`config.mk`:
```
export PLATFORM = sky130hd
export DESIGN_NAME = chain_scan_enum
export DESIGN_NICKNAME = d
export VERILOG_FILES = /design/src/rtl/chain_scan_pkg.sv /design/src/rtl/chain_scan_tck_gen.sv /design/src/rtl/chain_scan_fill.sv /design/src/rtl/chain_scan_id_table.sv /design/src/rtl/chain_scan_enum.sv
export SDC_FILE = /design/constraint.sdc
export NUM_CORES = 1
export LEC_CHECK = 0
export BUFFER_PORTS_ARGS = -buffer_cell sky130_fd_sc_hd__buf_2
export CORE_MARGIN = 4
export CORE_UTILIZATION = 43
export DETAILED_ROUTE_END_ITERATION = 8
export SLEW_MARGIN = 0
export SYNTH_ARGS = -nofsm -noshare
export SYNTH_HDL_FRONTEND = slang
export SYNTH_SLANG_ARGS = --single-unit
```
`constraint.sdc`:
```
create_clock -name clk -period 6.38 [get_ports clk]
set_clock_uncertainty 0.2 [all_clocks]
set_input_delay 0.638 -clock clk [delete_from_list [all_inputs] [get_ports clk]]
set_output_delay 0.638 -clock clk [all_outputs]
set_load 0.05 [all_outputs]
```
`src/rtl/chain_scan_pkg.sv`:
```
package chain_scan_pkg;

    typedef enum logic [2:0] {
        ST_IDLE,
        ST_ENTER,
        ST_PROBE,
        ST_MANUF,
        ST_REST,
        ST_LEAVE,
        ST_TAIL,
        ST_DONE
    } scan_state_e;

    localparam int ID_W    = 32;
    localparam int MANUF_W = 11;
    localparam int REST_W  = 20;
    localparam int STEP_W  = 5;
    localparam logic [ID_W-1:0] BYPASS_MARK = '1;

endpackage

```
`src/rtl/chain_scan_tck_gen.sv`:
```
module chain_scan_tck_gen #(
    parameter int HALF = 4
) (
    input  logic clk,
    input  logic rst_n,
    input  logic en,
    output logic tck,
    output logic rise,
    output logic fall
);
    logic tck_q;

    generate
        if (HALF == 1) begin : g_fast
            always_ff @(posedge clk or negedge rst_n) begin
                if (!rst_n)   tck_q <= 1'b0;
                else if (!en) tck_q <= 1'b0;
                else          tck_q <= ~tck_q;
            end
            assign rise = en && !tck_q;
            assign fall = en && tck_q;
        end else begin : g_div
            localparam int CW = $clog2(HALF);
            logic [CW-1:0] cnt_q;
            logic          wrap;
            assign wrap = (cnt_q == CW'(HALF - 1));
            always_ff @(posedge clk or negedge rst_n) begin
                if (!rst_n) begin
                    cnt_q <= '0;
                    tck_q <= 1'b0;
                end else if (!en) begin
                    cnt_q <= '0;
                    tck_q <= 1'b0;
                end else if (wrap) begin
                    cnt_q <= '0;
                    tck_q <= ~tck_q;
                end else begin
                    cnt_q <= cnt_q + 1'b1;
                end
            end
            assign rise = en && wrap && !tck_q;
            assign fall = en && wrap && tck_q;
        end
    endgenerate

    assign tck = tck_q;
endmodule

```
`src/rtl/chain_scan_fill.sv`:
```
module chain_scan_fill #(
    parameter int ONES = 7
) (
    input  logic clk,
    input  logic rst_n,
    input  logic clr,
    input  logic step,
    input  logic load,
    output logic tdi
);
    localparam int CW = $clog2(ONES + 1);
    logic [CW-1:0] sent_q;
    logic          tdi_q;
    logic          more_ones;

    assign more_ones = (sent_q < CW'(ONES));

    always_ff @(posedge clk or negedge rst_n) begin
        if (!rst_n) begin
            sent_q <= '0;
            tdi_q  <= 1'b1;
        end else if (clr) begin
            sent_q <= '0;
            tdi_q  <= 1'b1;
        end else begin
            if (step && more_ones) sent_q <= sent_q + 1'b1;
            if (load)              tdi_q  <= more_ones;
        end
    end

    assign tdi = tdi_q;
endmodule

```
`src/rtl/chain_scan_id_table.sv`:
```
module chain_scan_id_table #(
    parameter int DEPTH = 16,
    parameter int W     = 32,
    localparam int AW   = (DEPTH > 1) ? $clog2(DEPTH) : 1
) (
    input  logic          clk,
    input  logic          we,
    input  logic [AW-1:0] waddr,
    input  logic [W-1:0]  wdata,
    input  logic [AW-1:0] raddr,
    output logic [W-1:0]  rdata
);
    logic [W-1:0] mem [DEPTH];

    always_ff @(posedge clk) begin
        if (we) mem[waddr] <= wdata;
    end

    assign rdata = mem[raddr];
endmodule

```
`src/rtl/chain_scan_enum.sv`:
```
module chain_scan_enum
    import chain_scan_pkg::*;
#(
    parameter int MAX_DEVS    = 1024,
    parameter int TABLE_DEPTH = 16,
    parameter int TCK_HALF    = 4,
    parameter int FILL_ONES   = 7,
    localparam int CW = $clog2(MAX_DEVS + 1),
    localparam int AW = (TABLE_DEPTH > 1) ? $clog2(TABLE_DEPTH) : 1
) (
    input  logic          clk,
    input  logic          rst_n,
    input  logic          start,
    output logic          busy,
    output logic          done,
    output logic [CW-1:0] dev_count,
    output logic          overflow,
    output logic          limit_hit,
    input  logic [AW-1:0] rd_addr,
    output logic [31:0]   rd_data,
    output logic          tck,
    output logic          tms,
    output logic          tdi,
    input  logic          tdo
);
    localparam logic [MANUF_W-1:0] END_CODE = MANUF_W'((1 << (FILL_ONES - 1)) - 1);

    scan_state_e         state_q, state_d;
    logic [STEP_W-1:0]   step_q;
    logic [CW-1:0]       idx_q;
    logic [MANUF_W-1:0]  man_q, man_full;
    logic [REST_W-2:0]   rest_q;
    logic [REST_W-1:0]   rest_full;
    logic                ovf_q, lim_q, tms_q, tms_plan;
    logic                rise, fall, gen_en, shifting;
    logic                rec_en, at_last, room, launch;
    logic [ID_W-1:0]     rec_word;

    assign man_full  = {tdo, man_q[MANUF_W-1:1]};
    assign rest_full = {tdo, rest_q};
    assign at_last   = (idx_q == CW'(MAX_DEVS - 1));
    assign room      = (idx_q < CW'(TABLE_DEPTH));
    assign launch    = (state_q == ST_IDLE) && start;

    // next state and record decision
    always_comb begin
        state_d  = state_q;
        rec_en   = 1'b0;
        rec_word = '0;
        unique case (state_q)
            ST_IDLE:  if (start) state_d = ST_ENTER;
            ST_ENTER: if (rise && step_q == STEP_W'(2)) state_d = ST_PROBE;
            ST_PROBE: begin
                if (rise) begin
                    if (!tdo) begin
                        rec_en   = 1'b1;
                        rec_word = BYPASS_MARK;
                        state_d  = at_last ? ST_LEAVE : ST_PROBE;
                    end else begin
                        state_d = ST_MANUF;
                    end
                end
            end
            ST_MANUF: begin
                if (rise && step_q == STEP_W'(MANUF_W - 1))
                    state_d = (man_full == END_CODE) ? ST_LEAVE : ST_REST;
            end
            ST_REST: begin
                if (rise && step_q == STEP_W'(REST_W - 1)) begin
                    rec_en   = 1'b1;
                    rec_word = {rest_full, man_q, 1'b1};
                    state_d  = at_last ? ST_LEAVE : ST_PROBE;
                end
            end
            ST_LEAVE: if (rise && step_q == STEP_W'(2)) state_d = ST_TAIL;
            ST_TAIL:  if (fall) state_d = ST_DONE;
            ST_DONE:  state_d = ST_IDLE;
            default:  state_d = ST_IDLE;
        endcase
    end

    // decoded outputs
    always_comb begin
        busy     = (state_q != ST_IDLE);
        done     = (state_q == ST_DONE);
        gen_en   = (state_q != ST_IDLE) && (state_q != ST_DONE);
        shifting = (state_q == ST_PROBE) || (state_q == ST_MANUF) || (state_q == ST_REST);
        unique case (state_q)
            ST_ENTER: tms_plan = (step_q == '0);
            ST_LEAVE: tms_plan = (step_q < STEP_W'(2));
            default:  tms_plan = 1'b0;
        endcase
    end

    // state register and datapath
    always_ff @(posedge clk or negedge rst_n) begin
        if (!rst_n) begin
            state_q <= ST_IDLE;
            step_q  <= '0;
            idx_q   <= '0;
            man_q   <= '0;
            rest_q  <= '0;
            ovf_q   <= 1'b0;
            lim_q   <= 1'b0;
            tms_q   <= 1'b0;
        end else begin
            state_q <= state_d;
            if (state_d != state_q) step_q <= '0;
            else if (rise)          step_q <= step_q + 1'b1;
            if (launch) begin
                idx_q <= '0;
                ovf_q <= 1'b0;
                lim_q <= 1'b0;
                tms_q <= 1'b1;
            end else if (fall) begin
                tms_q <= tms_plan;
            end
            if (rise && state_q == ST_MANUF) man_q  <= man_full;
            if (rise && state_q == ST_REST)  rest_q <= rest_full[REST_W-1:1];
            if (rec_en) begin
                idx_q <= idx_q + 1'b1;
                if (!room)  ovf_q <= 1'b1;
                if (at_last) lim_q <= 1'b1;
            end
        end
    end

    chain_scan_tck_gen #(.HALF(TCK_HALF)) u_tck (
        .clk (clk),
        .rst_n (rst_n),
        .en (gen_en),
        .tck (tck),
        .rise (rise),
        .fall (fall)
    );

    chain_scan_fill #(.ONES(FILL_ONES)) u_fill (
        .clk (clk),
        .rst_n (rst_n),
        .clr (launch),
        .step (rise && shifting),
        .load (fall),
        .tdi (tdi)
    );

    chain_scan_id_table #(.DEPTH(TABLE_DEPTH), .W(ID_W)) u_table (
        .clk (clk),
        .we (rec_en && room),
        .waddr (idx_q[AW-1:0]),
        .wdata (rec_word),
        .raddr (rd_addr),
        .rdata (rd_data)
    );

    assign dev_count = idx_q;
    assign overflow  = ovf_q;
    assign limit_hit = lim_q;
    assign tms       = tms_q;
endmodule

```
==> flow_summary.yaml, run 1 <==
die:
  die_y_um: 236.3
  io_pins: 58
  coreArea_um2: 51410
  num_rows: 83
  dieArea_um2: 55820
  initial_utilization_pct: 43.59
  die_w_um: 236.3
sta:
  slew_viol_final: 0
  setup_tns_ns: 0
  finalHoldViolCount: 0
  fin_crit_ns: 4.340
  setup_violations: 0
  fmaxAchievable_mhz: 230.4
  rsz0062_at_grt: "no"
  slew-limit-headroom_pct: 17.34
  worstMarginPinSlew_ns: 1.235
  fin_crit_sh_pct: 68.03
logic_synthesis:
  ys_seq_area_share_pct: 75.22
  async_reset_ff_share_pct: 10.33
  ys.flop_type: "edfxtp_1"
  synth_cells: 1062
  synth.cell_area_um2: 22410
  yosys_warnings: 0
  syn_avg_cell_area_um2: 21.10
  synth_fp_nets: 1079
  synth-edff-count: 512
  synth_cell_types: 54
  ys_ff_latch: 571
pwr:
  p_sw_mw: 1.900
  clock_power_share_pct: 41.8
  power_leakage_nw: 7.840
  powerDensity_nw_per_um2: 324.3
  combPwrFrac_pct: 7.8
  pwr-share-seq_pct: 50.4
  p_sw_share_pct: 22.85
  totalPowerFinal_mw: 8.316
  power.internal_mw: 6.416
  irDropWorstVdd_mv: 0.2486
worst_setup_path:
  cp_data_required_time_ns: 6.46
  cp_slowest_cell: "nor2_4"
  r2r_start: "u_tck.g_div.cnt_q[0]$_DFF_PN0_"
  startpoint: "u_tck.g_div.cnt_q[0]$_DFF_PN0_"
  path_class: "reg -> reg"
  worstPathArrival_ns: 4.42
  critPathLaunchType: "flip-flop"
  r2r_cells: 8
  crit_path_end_kind: "flip-flop"
  critical_path.max_fanout: 36
  slowest_delay_ns: 0.84
  crit_path_cell_trace: "ha_1 -> nand2b_1 -> nor3_2 -> a41oi_4 -> inv_2 -> nand3_1 -> nor2_4 -> buf_4"
global_routing:
  grt_pass1_wl_mm: 74.02
  antenna_found_initial: 1
  grt_overflow: 0
  grt_max_degree: 72
  grt_pass1_vias: 11300
  grt_usage_pct: 17.62
run:
  drv_cap: 0
placement:
  place_area_um2: 23660
  place_congestion: 0.7985
  dp.final_hpwl_mm: 27.12
  io_buffers: 57
  dp.cells: 1773
routing:
  routed_wirelength_mm: 48.39
  drc: 0
  ant_nets: 0
  wl_per_cell_um: 25.71
  vias_per_cell: 5.638
  first_pass_iters: 5
  via_count: 10610
  drtIter0Drc: 1102
cells_and_area:
  area_growth_pct: 14.44
  multi_input_area_um2: 5411
  final-seq-area_um2: 16850
  stdcell_count: 1882
  drive_gt1_share_pct: 32.47
  fin_nets: 1169
  final.fill_count: 4116
  final_area_um2: 25640
cts:
  cts-root-buf: "clkbuf_16"
  cts_resized: 0
  clkLatencyLatePin_ns: 0.62
  cts_made_buffers: 57
  cts.htree.levels: 2
  cts_hold_buf: 0
  cts_tree: "built"
  cts_post_setup_buffers_inserted: 0
  cts_sinks: 571
  clkTransAtPathRegs_ns: 0.06
  cts_max_path_buffers: 3
run_status:
  status: "finished clean"
worst_hold_path:
  hold_class: "in -> async"
## logic make-up after synthesis
kind of cell,after synthesis,synth area share (%)
DFF,571,75.22
muxes,192,17.68
and+or+nand+nor,173,3.680
buffers and inverters,63,1.245
AOI/OAI and AO/OA,48,1.441
adders and majority gates,9,0.5026
xor gates and xnor gates,6,0.2345
## power groups by stage
stage | sequential, mW | clock (mW) | combinational [mW]
floorplan | 4.30 | 0 | 0.439
global route | 4.20 | 3.74 | 0.709
global placement | 4.26 | 0 | 0.657
detailed placement | 4.27 | 0 | 0.662
CTS | 4.19 | 3.55 | 0.664
finish | 4.19 | 3.47 | 0.651
## metrics by stage
stage | setup slack [ns] | hold slack (ns) | utilization, %
2_1_floorplan | 1.544 | 0.1424 | -
3_3_place_gp | 2.198 | 0.2389 | 46.02
3_5_place_dp | 2.013 | 0.2594 | 46.02
4_1_cts | 2.016 | 0.02165 | 49.87
5_1_grt | 1.802 | 0.06921 | 49.87
6_report | 2.040 | 0.004961 | 49.88
## cells in the mapped netlist (5+ instances only)
cell      number  area share, %
edfxtp_1     512             69
mux4_2       160             16
nor2_1        84            1.4
dfrtp_1       58            6.5
clkbuf_1      32           0.54
mux2_2        30            1.5
nand2_1       22           0.37
buf_2         19           0.42
a21oi_1       16           0.36
nor3_1        13           0.29
nand3_1       12           0.27
a31oi_1        9           0.25
ha_1           9           0.50
nand2b_1       8           0.22
inv_1          7           0.12
nor2b_1        6           0.17
o21ai_0        5           0.11
## placed cells by master (no fill, tap or decap), types with 9 or more instances in the layout
master,netlist,routed
a21oi_1,16,16
a31oi_1,9,9
buf_2,19,55
buf_4,0,30
clkbuf_1,32,9
clkbuf_16,0,60
clkinv_1,0,11
clkinv_2,0,12
dfrtp_1,58,58
edfxtp_1,512,512
ha_1,9,9
mux2_2,30,30
mux4_2,160,160
nand2_1,22,22
nand3_1,12,12
nor2_1,84,72
nor2_4,0,12
nor3_1,13,11
## final timing paths
kind / to / slack (ns)
worst max-delay path: u_table.mem[5][14]$_DFFE_PP_ / 2.04
worst min register to register: u_tck.g_div.cnt_q[0]$_DFF_PN0_ / 0.27
max in group asynchronous: dev_count[1]$_DFFE_PN0P_ / 5.44
worst max register to register: u_table.mem[5][14]$_DFFE_PP_ / 2.04
worst min-delay path: rest_q[15]$_DFFE_PN0P_ / 0.005
min in group clk: rest_q[18]$_DFFE_PN0P_ / 0.23
## state kept, by name, indices dropped and copies added, names as in the netlist, 2 cells and up
signal             count
u_table.mem          512
rest_q                19
dev_count             11
man_q                 11
step_q                 5
state_q                3
u_fill.sent_q          3
u_tck.g_div.cnt_q      2
## worst max-delay path: cells and delay by family, from the launching register on
family | cells | cell delay (ns)
AND/OR/NAND/NOR | 4 | 2.09
buffers and inverters | 2 | 0.89
flip-flops | 1 | 0.35
adder cells (fa/ha/maj) | 1 | 0.24
AO/OA/AOI/OAI | 1 | 0.22
## area by class of cell
| type | count | share of cell area [%] |
|---|---|---|
| tap | 680 | 3.318 |
| antenna | 1 | 0.009759 |
| clock buffer | 72 | 6.148 |
| timing repair buffer | 86 | 2.006 |
| sequential | 571 | 65.72 |
| clock inverter | 36 | 1.571 |
| multi-input combinational | 428 | 21.10 |
| inverter | 8 | 0.1171 |
## layer usage
metal | wire length [µm] | vias to the layer above | GRT usage, %
met1 | 21120 | 5691 | 25.59
met2 | 23870 | 294 | 28.45
met4 | 779 | 0 | 3.662
met3 | 2618 | 56 | 3.250
li1 | - | 4569 | -
met5 | 0 | - | 0
(Power assumes the default switching activity.)
==> run 2, diff against run 1 <==
- clock period: 6.38 -> 3.65 ns (I/O delays scaled with it)
==> run 2 against run 1 <==
Net effect: largest power group unchanged; first-iteration DRC count decreased by 6.4%; via count increased by 2.1%; critical path depth unchanged; count of clock-buffer cells in the layout increased by 6.
==> flow_summary.yaml, run 2 (synthesis results as in run 1) <==
run_status:
  status: "finished clean"
worst_setup_path:
  cp.buffers_inverters: 2
  critPathTopFamily: "simple AND/OR/NAND/NOR gates"
  r2r_start: "u_tck.g_div.cnt_q[0]$_DFF_PN0_"
  slowest_delay_ns: 0.47
  rrSetupSlack_ns: 0.27
  critPathLaunchType: "flip-flop"
  worstPathArrival_ns: 3.46
  critical_path.max_fanout: 25
  path_class: "reg -> reg"
  crit_path_cell_trace: "ha_1 -> nand2b_1 -> nor3_2 -> a41oi_4 -> inv_2 -> nand3_1 -> nor2_4 -> buf_12"
  cp_data_required_time_ns: 3.73
  reg2reg_to: "u_table.mem[14][29]$_DFFE_PP_"
  r2r_cells: 8
  critPathCapture: "u_table.mem[14][29]$_DFFE_PP_"
  crit_path_end_kind: "flip-flop"
  startpoint: "u_tck.g_div.cnt_q[0]$_DFF_PN0_"
  cp_slowest_cell: "nor2_4"
  path_depth: 8
cells_and_area:
  reg.largest.list: "u_table.mem x512, rest_q x19"
  drive_gt1_share_pct: 33.74
  final_cell_mix: "edfxtp_1 (512), mux4_2 (160), nor2_1 (72)"
  final_util_pct: 50.42
  final_common_cell: "edfxtp_1"
  fin_nets: 1203
  largest_register_ffs: 512
  largest_register: "u_table.mem"
  area_growth_pct: 15.68
sta:
  fin_crit_ns: 3.377
  worstMarginPinSlew_ns: 1.187
  fmaxAchievable_mhz: 296.1
  rsz0062_at_grt: "no"
  slew_viol_final: 0
  fin_ws_ns: 0.2729
  finalHoldViolCount: 0
  setup_tns_ns: 0
  fin_crit_sh_pct: 92.52
  setup_violations: 0
  slew-limit-headroom_pct: 20.56
run:
  drv_cap: 0
die:
  die_w_um: 236.3
  initial_utilization_pct: 43.59
  dieArea_um2: 55820
  die_y_um: 236.3
  num_rows: 83
  io_pins: 58
  coreArea_um2: 51410
global_routing:
  grt_max_degree: 86
  grt_overflow: 0
  grt_usage_pct: 17.80
  antenna_found_initial: 0
  grt_pass1_wl_mm: 74.38
  grt_pass1_vias: 11090
cts:
  clkLatencyLatePin_ns: 0.60
  cts_tree: "built"
  cts_made_buffers: 57
  cts_sinks: 571
  cts.htree.levels: 2
  cts_post_setup_buffers_inserted: 0
  cts_max_path_buffers: 3
  cts-root-buf: "clkbuf_16"
  clkTransAtPathRegs_ns: 0.06
placement:
  dp.final_hpwl_mm: 28.11
  io_buffers: 57
  dp_slack_ns: 0.3022
  place_congestion: 0.7992
routing:
  routed_wirelength_mm: 49.43
  wl_per_cell_um: 25.83
  first_pass_iters: 5
  vias_per_cell: 5.661
  drc: 0
  drtIter0Drc: 1032
  via_count: 10840
  ant_nets: 0
pwr:
  power.internal_mw: 10.95
  pwr-share-seq_pct: 51.2
  power_leakage_nw: 7.973
  clock_power_share_pct: 40.2
  irDropWorstVdd_mv: 0.3687
  totalPowerFinal_mw: 14.27
  combPwrFrac_pct: 8.6
  p_sw_share_pct: 23.24
  powerDensity_nw_per_um2: 550.4
  p_sw_mw: 3.316
worst_hold_path:
  hold_class: "in -> async"
[run 2: metal layers]
layer  vias to the layer above  global-route usage [%]  share of wire [%]
li1                       4642                       -                  -
met1                      5841                   26.25                 45
met2                       289                   28.35                 49
met3                        63                   3.180                4.8
met4                         0                   3.751                1.7
met5                         -                       0                  0
[run 2: through the flow]
step / std cells / instance area [µm²] / hold slack (ns)
6_report: 1914 / 25920 / 0.01440
5_1_grt: 1913 / 25920 / 0.03761
4_1_cts: 1913 / 25920 / 0.0009862
3_5_place_dp: 1805 / 24060 / 0.1138
3_3_place_gp: 1805 / 24060 / 0.1086
2_1_floorplan: 1062 / 22420 / -0.1306
[run 2: layout make-up]
type                       count  area, µm²
timing repair buffer         120      924.6
fill                        4101      25490
inverter                       8      30.03
clock buffer                  78       1545
tap                          680      850.8
clock inverter                28      289.0
antenna                        1      2.502
multi-input combinational    428       5424
sequential                   571      16850
[run 2: worst min-delay path by stage]
stage                                     endpoint  cells after the start  slack (ns)
final                        step_q[1]$_DFFE_PN0P_                      2        0.01
after CTS                    step_q[1]$_DFFE_PN0P_                      2       0.001
after global placement       step_q[0]$_DFFE_PN0P_                      1        0.11
after global routing         step_q[0]$_DFFE_PN0P_                      2        0.04
after detailed placement     step_q[0]$_DFFE_PN0P_                      1        0.11
after floorplan           dev_count[0]$_DFFE_PN0P_                      0       -0.13
[run 2: worst register-to-register path, cell delays in order (launching register included)]
cell and delay [ns]:
dfrtp_1 0.35, ha_1 0.24, nand2b_1 0.22, nor3_2 0.38, a41oi_4 0.20, inv_2 0.30, nand3_1 0.40, nor2_4 0.47
buf_12 0.30
[run 2: power by group through the flow]
| stage | sequential (mW) | combinational [mW] | clock, mW |
|---|---|---|---|
| 3_5_place_dp | 7.43 | 1.24 | 0 |
| 5_1_grt | 7.32 | 1.32 | 6.17 |
| 6_report | 7.30 | 1.23 | 5.74 |
| 3_3_place_gp | 7.43 | 1.23 | 0 |
| 2_1_floorplan | 7.52 | 0.769 | 0 |
| 4_1_cts | 7.30 | 1.25 | 5.87 |
[run 2: repair_timing]
action	4_1_cts	5_1_grt
resized for setup	0	0
hold buffers	2	0
endpoints found under the setup margin	0	0
endpoints found under the hold margin	61	0
==> run 3, diff against run 2 <==
- ABC_CLOCK_PERIOD_IN_PS: unset -> 3650
- CORE_ASPECT_RATIO: unset -> 1.4
==> run 3 against run 2 <==
Net effect: sequential power about the same; utilization decreased by 0.44 points; hold slack improved by 0.055 ns.
==> flow_summary.yaml, run 3 (synthesis results as in run 1) <==
worst_setup_path:
  critPathCapture: "u_table.mem[6][18]$_DFFE_PP_"
  critPathLaunchType: "flip-flop"
  cp_data_required_time_ns: 3.67
  r2r_start: "u_tck.g_div.cnt_q[0]$_DFF_PN0_"
  critPathTopFamily: "simple AND/OR/NAND/NOR gates"
  path_class: "reg -> reg"
  slowest_delay_ns: 0.80
  startpoint: "u_tck.g_div.cnt_q[0]$_DFF_PN0_"
  r2r_cells: 6
  path_depth: 6
  crit_path_cell_trace: "ha_1 -> nand2b_1 -> nor4_2 -> buf_4 -> nor2_1 -> nor2_1"
  crit_path_end_kind: "flip-flop"
  cp.buffers_inverters: 1
  reg2reg_to: "u_table.mem[6][18]$_DFFE_PP_"
  worstPathArrival_ns: 3.17
  cp_common_cell: "nor2_1"
  critical_path.max_fanout: 31
  rrSetupSlack_ns: 0.50
  cp_slowest_cell: "nor2_1"
routing:
  drtIter0Drc: 714
  routed_wirelength_mm: 47.88
  wl_per_cell_um: 25.78
  first_pass_iters: 5
  via_count: 10540
  vias_per_cell: 5.677
  ant_nets: 0
  drc: 0
cts:
  cts_sinks: 571
  cts_resized: 0
  cts_tree: "built"
  cts_max_path_buffers: 3
  clkLatencyLatePin_ns: 0.58
  cts_made_buffers: 52
  cts-root-buf: "clkbuf_16"
  cts.htree.levels: 2
  clkTransAtPathRegs_ns: 0.06
die:
  coreArea_um2: 51380
  dieArea_um2: 55870
  initial_utilization_pct: 43.61
  die_w_um: 200.9
  die_y_um: 278.1
  io_pins: 58
  num_rows: 98
sta:
  whs_ns: 0.06902
  slew_viol_final: 0
  fin_crit_ns: 3.150
  rsz0062_at_grt: "no"
  setup_violations: 0
  fin_crit_sh_pct: 86.31
  finalHoldViolCount: 0
  fmaxAchievable_mhz: 317.4
  worstMarginPinSlew_ns: 1.044
  slew-limit-headroom_pct: 30.14
placement:
  dp.final_hpwl_mm: 25.28
  io_buffers: 57
  place_congestion: 0.8288
pwr:
  pwr-share-seq_pct: 53.4
  p_sw_share_pct: 23.49
  power_leakage_nw: 7.803
  powerDensity_nw_per_um2: 534.2
  clock_power_share_pct: 38.1
  p_sw_mw: 3.221
  combPwrFrac_pct: 8.5
  power.internal_mw: 10.50
  irDropWorstVdd_mv: 0.4219
cells_and_area:
  final_common_cell: "edfxtp_1"
  final.fill_count: 4035
  area_growth_pct: 14.61
  drive_gt1_share_pct: 32.59
  final_cell_mix: "edfxtp_1 (512), mux4_2 (160), nor2_1 (72)"
  largest_register_ffs: 512
  final_util_pct: 49.98
  reg.largest.list: "u_table.mem x512, rest_q x19"
  fin_nets: 1179
  largest_register: "u_table.mem"
global_routing:
  grt_pass1_vias: 11320
  grt_usage_pct: 17.11
  antenna_found_initial: 2
  grt_overflow: 0
  grt_max_degree: 55
  grt_pass1_wl_mm: 72.53
worst_hold_path:
  hold_class: "in -> reg"
  min_path_cells: 3
run_status:
  status: "finished clean"
run:
  drv_cap: 0
-- run 3: changes by cell type in the layout (fill, tap and decap cells not counted), sizes merged --
cell	delta
buf	-19
bufinv	-3
clkbuf	-12
clkinv	+7
clkinvlp	+2
inv	-2
-- run 3: metrics by stage --
| stage | total power, mW | TNS (ns) | setup slack, ns | std cells | instance area (µm²) |
|---|---|---|---|---|---|
| after global routing | 14.25 | 0 | 0.2684 | 1856 | 25680 |
| after global placement | 8.621 | 0 | 0.5834 | 1756 | 24010 |
| after floorplan | 8.284 | -151.13 | -0.3328 | 1062 | 22420 |
| final | 13.72 | 0 | 0.4998 | 1857 | 25680 |
| after detailed placement | 8.644 | 0 | 0.5200 | 1756 | 24010 |
| after CTS | 13.86 | 0 | 0.5222 | 1856 | 25680 |
-- run 3: power groups by stage --
stage / registers [mW] / logic [mW] / clock network (mW)
after floorplan: 7.52 / 0.769 / 0
final: 7.33 / 1.16 / 5.23
after global placement: 7.46 / 1.17 / 0
after detailed placement: 7.47 / 1.18 / 0
after global routing: 7.35 / 1.27 / 5.64
after CTS: 7.33 / 1.18 / 5.35
-- run 3: per-layer routing --
layer	up-vias	global-route usage, %	wire length (µm)
li1	4590	-	-
met1	5643	23.04	19910
met2	243	29.84	24950
met3	65	2.459	2151
met4	2	4.079	844
met5	-	0	13
-- run 3: how the worst min path moves through the flow --
| stage | endpoint | startpoint |
|---|---|---|
| 6_report | u_fill.sent_q[1]$_DFFE_PN0P_ | start |
| 5_1_grt | u_fill.sent_q[1]$_DFFE_PN0P_ | start |
| 4_1_cts | u_fill.sent_q[1]$_DFFE_PN0P_ | start |
| 3_5_place_dp | rest_q[14]$_DFFE_PN0P_ | rst_n |
| 3_3_place_gp | rest_q[14]$_DFFE_PN0P_ | rst_n |
| 2_1_floorplan | dev_count[0]$_DFFE_PN0P_ | rst_n |
-- run 3: repair_timing --
action	in CTS	in global routing
hold buffers	2	0
buffers inserted	0	0
hold endpoints to repair	20	0
-- run 3: area by class of cell --
type | instances | area, µm² | share of cell area [%]
tap | 650 | 813.3 | 3.167
inverter | 8 | 30.03 | 0.1169
clock buffer | 66 | 1404 | 5.467
multi-input combinational | 428 | 5424 | 21.12
antenna | 1 | 2.502 | 0.009745
sequential | 571 | 16850 | 65.63
timing repair buffer | 101 | 907.1 | 3.533
clock inverter | 32 | 245.2 | 0.9550
-- run 3: worst reg2reg max path, stage by stage (launching register included) --
cell and delay, ns:
dfrtp_1 0.35, ha_1 0.24, nand2b_1 0.20, nor4_2 0.42, buf_4 0.48, nor2_1 0.11, nor2_1 0.80
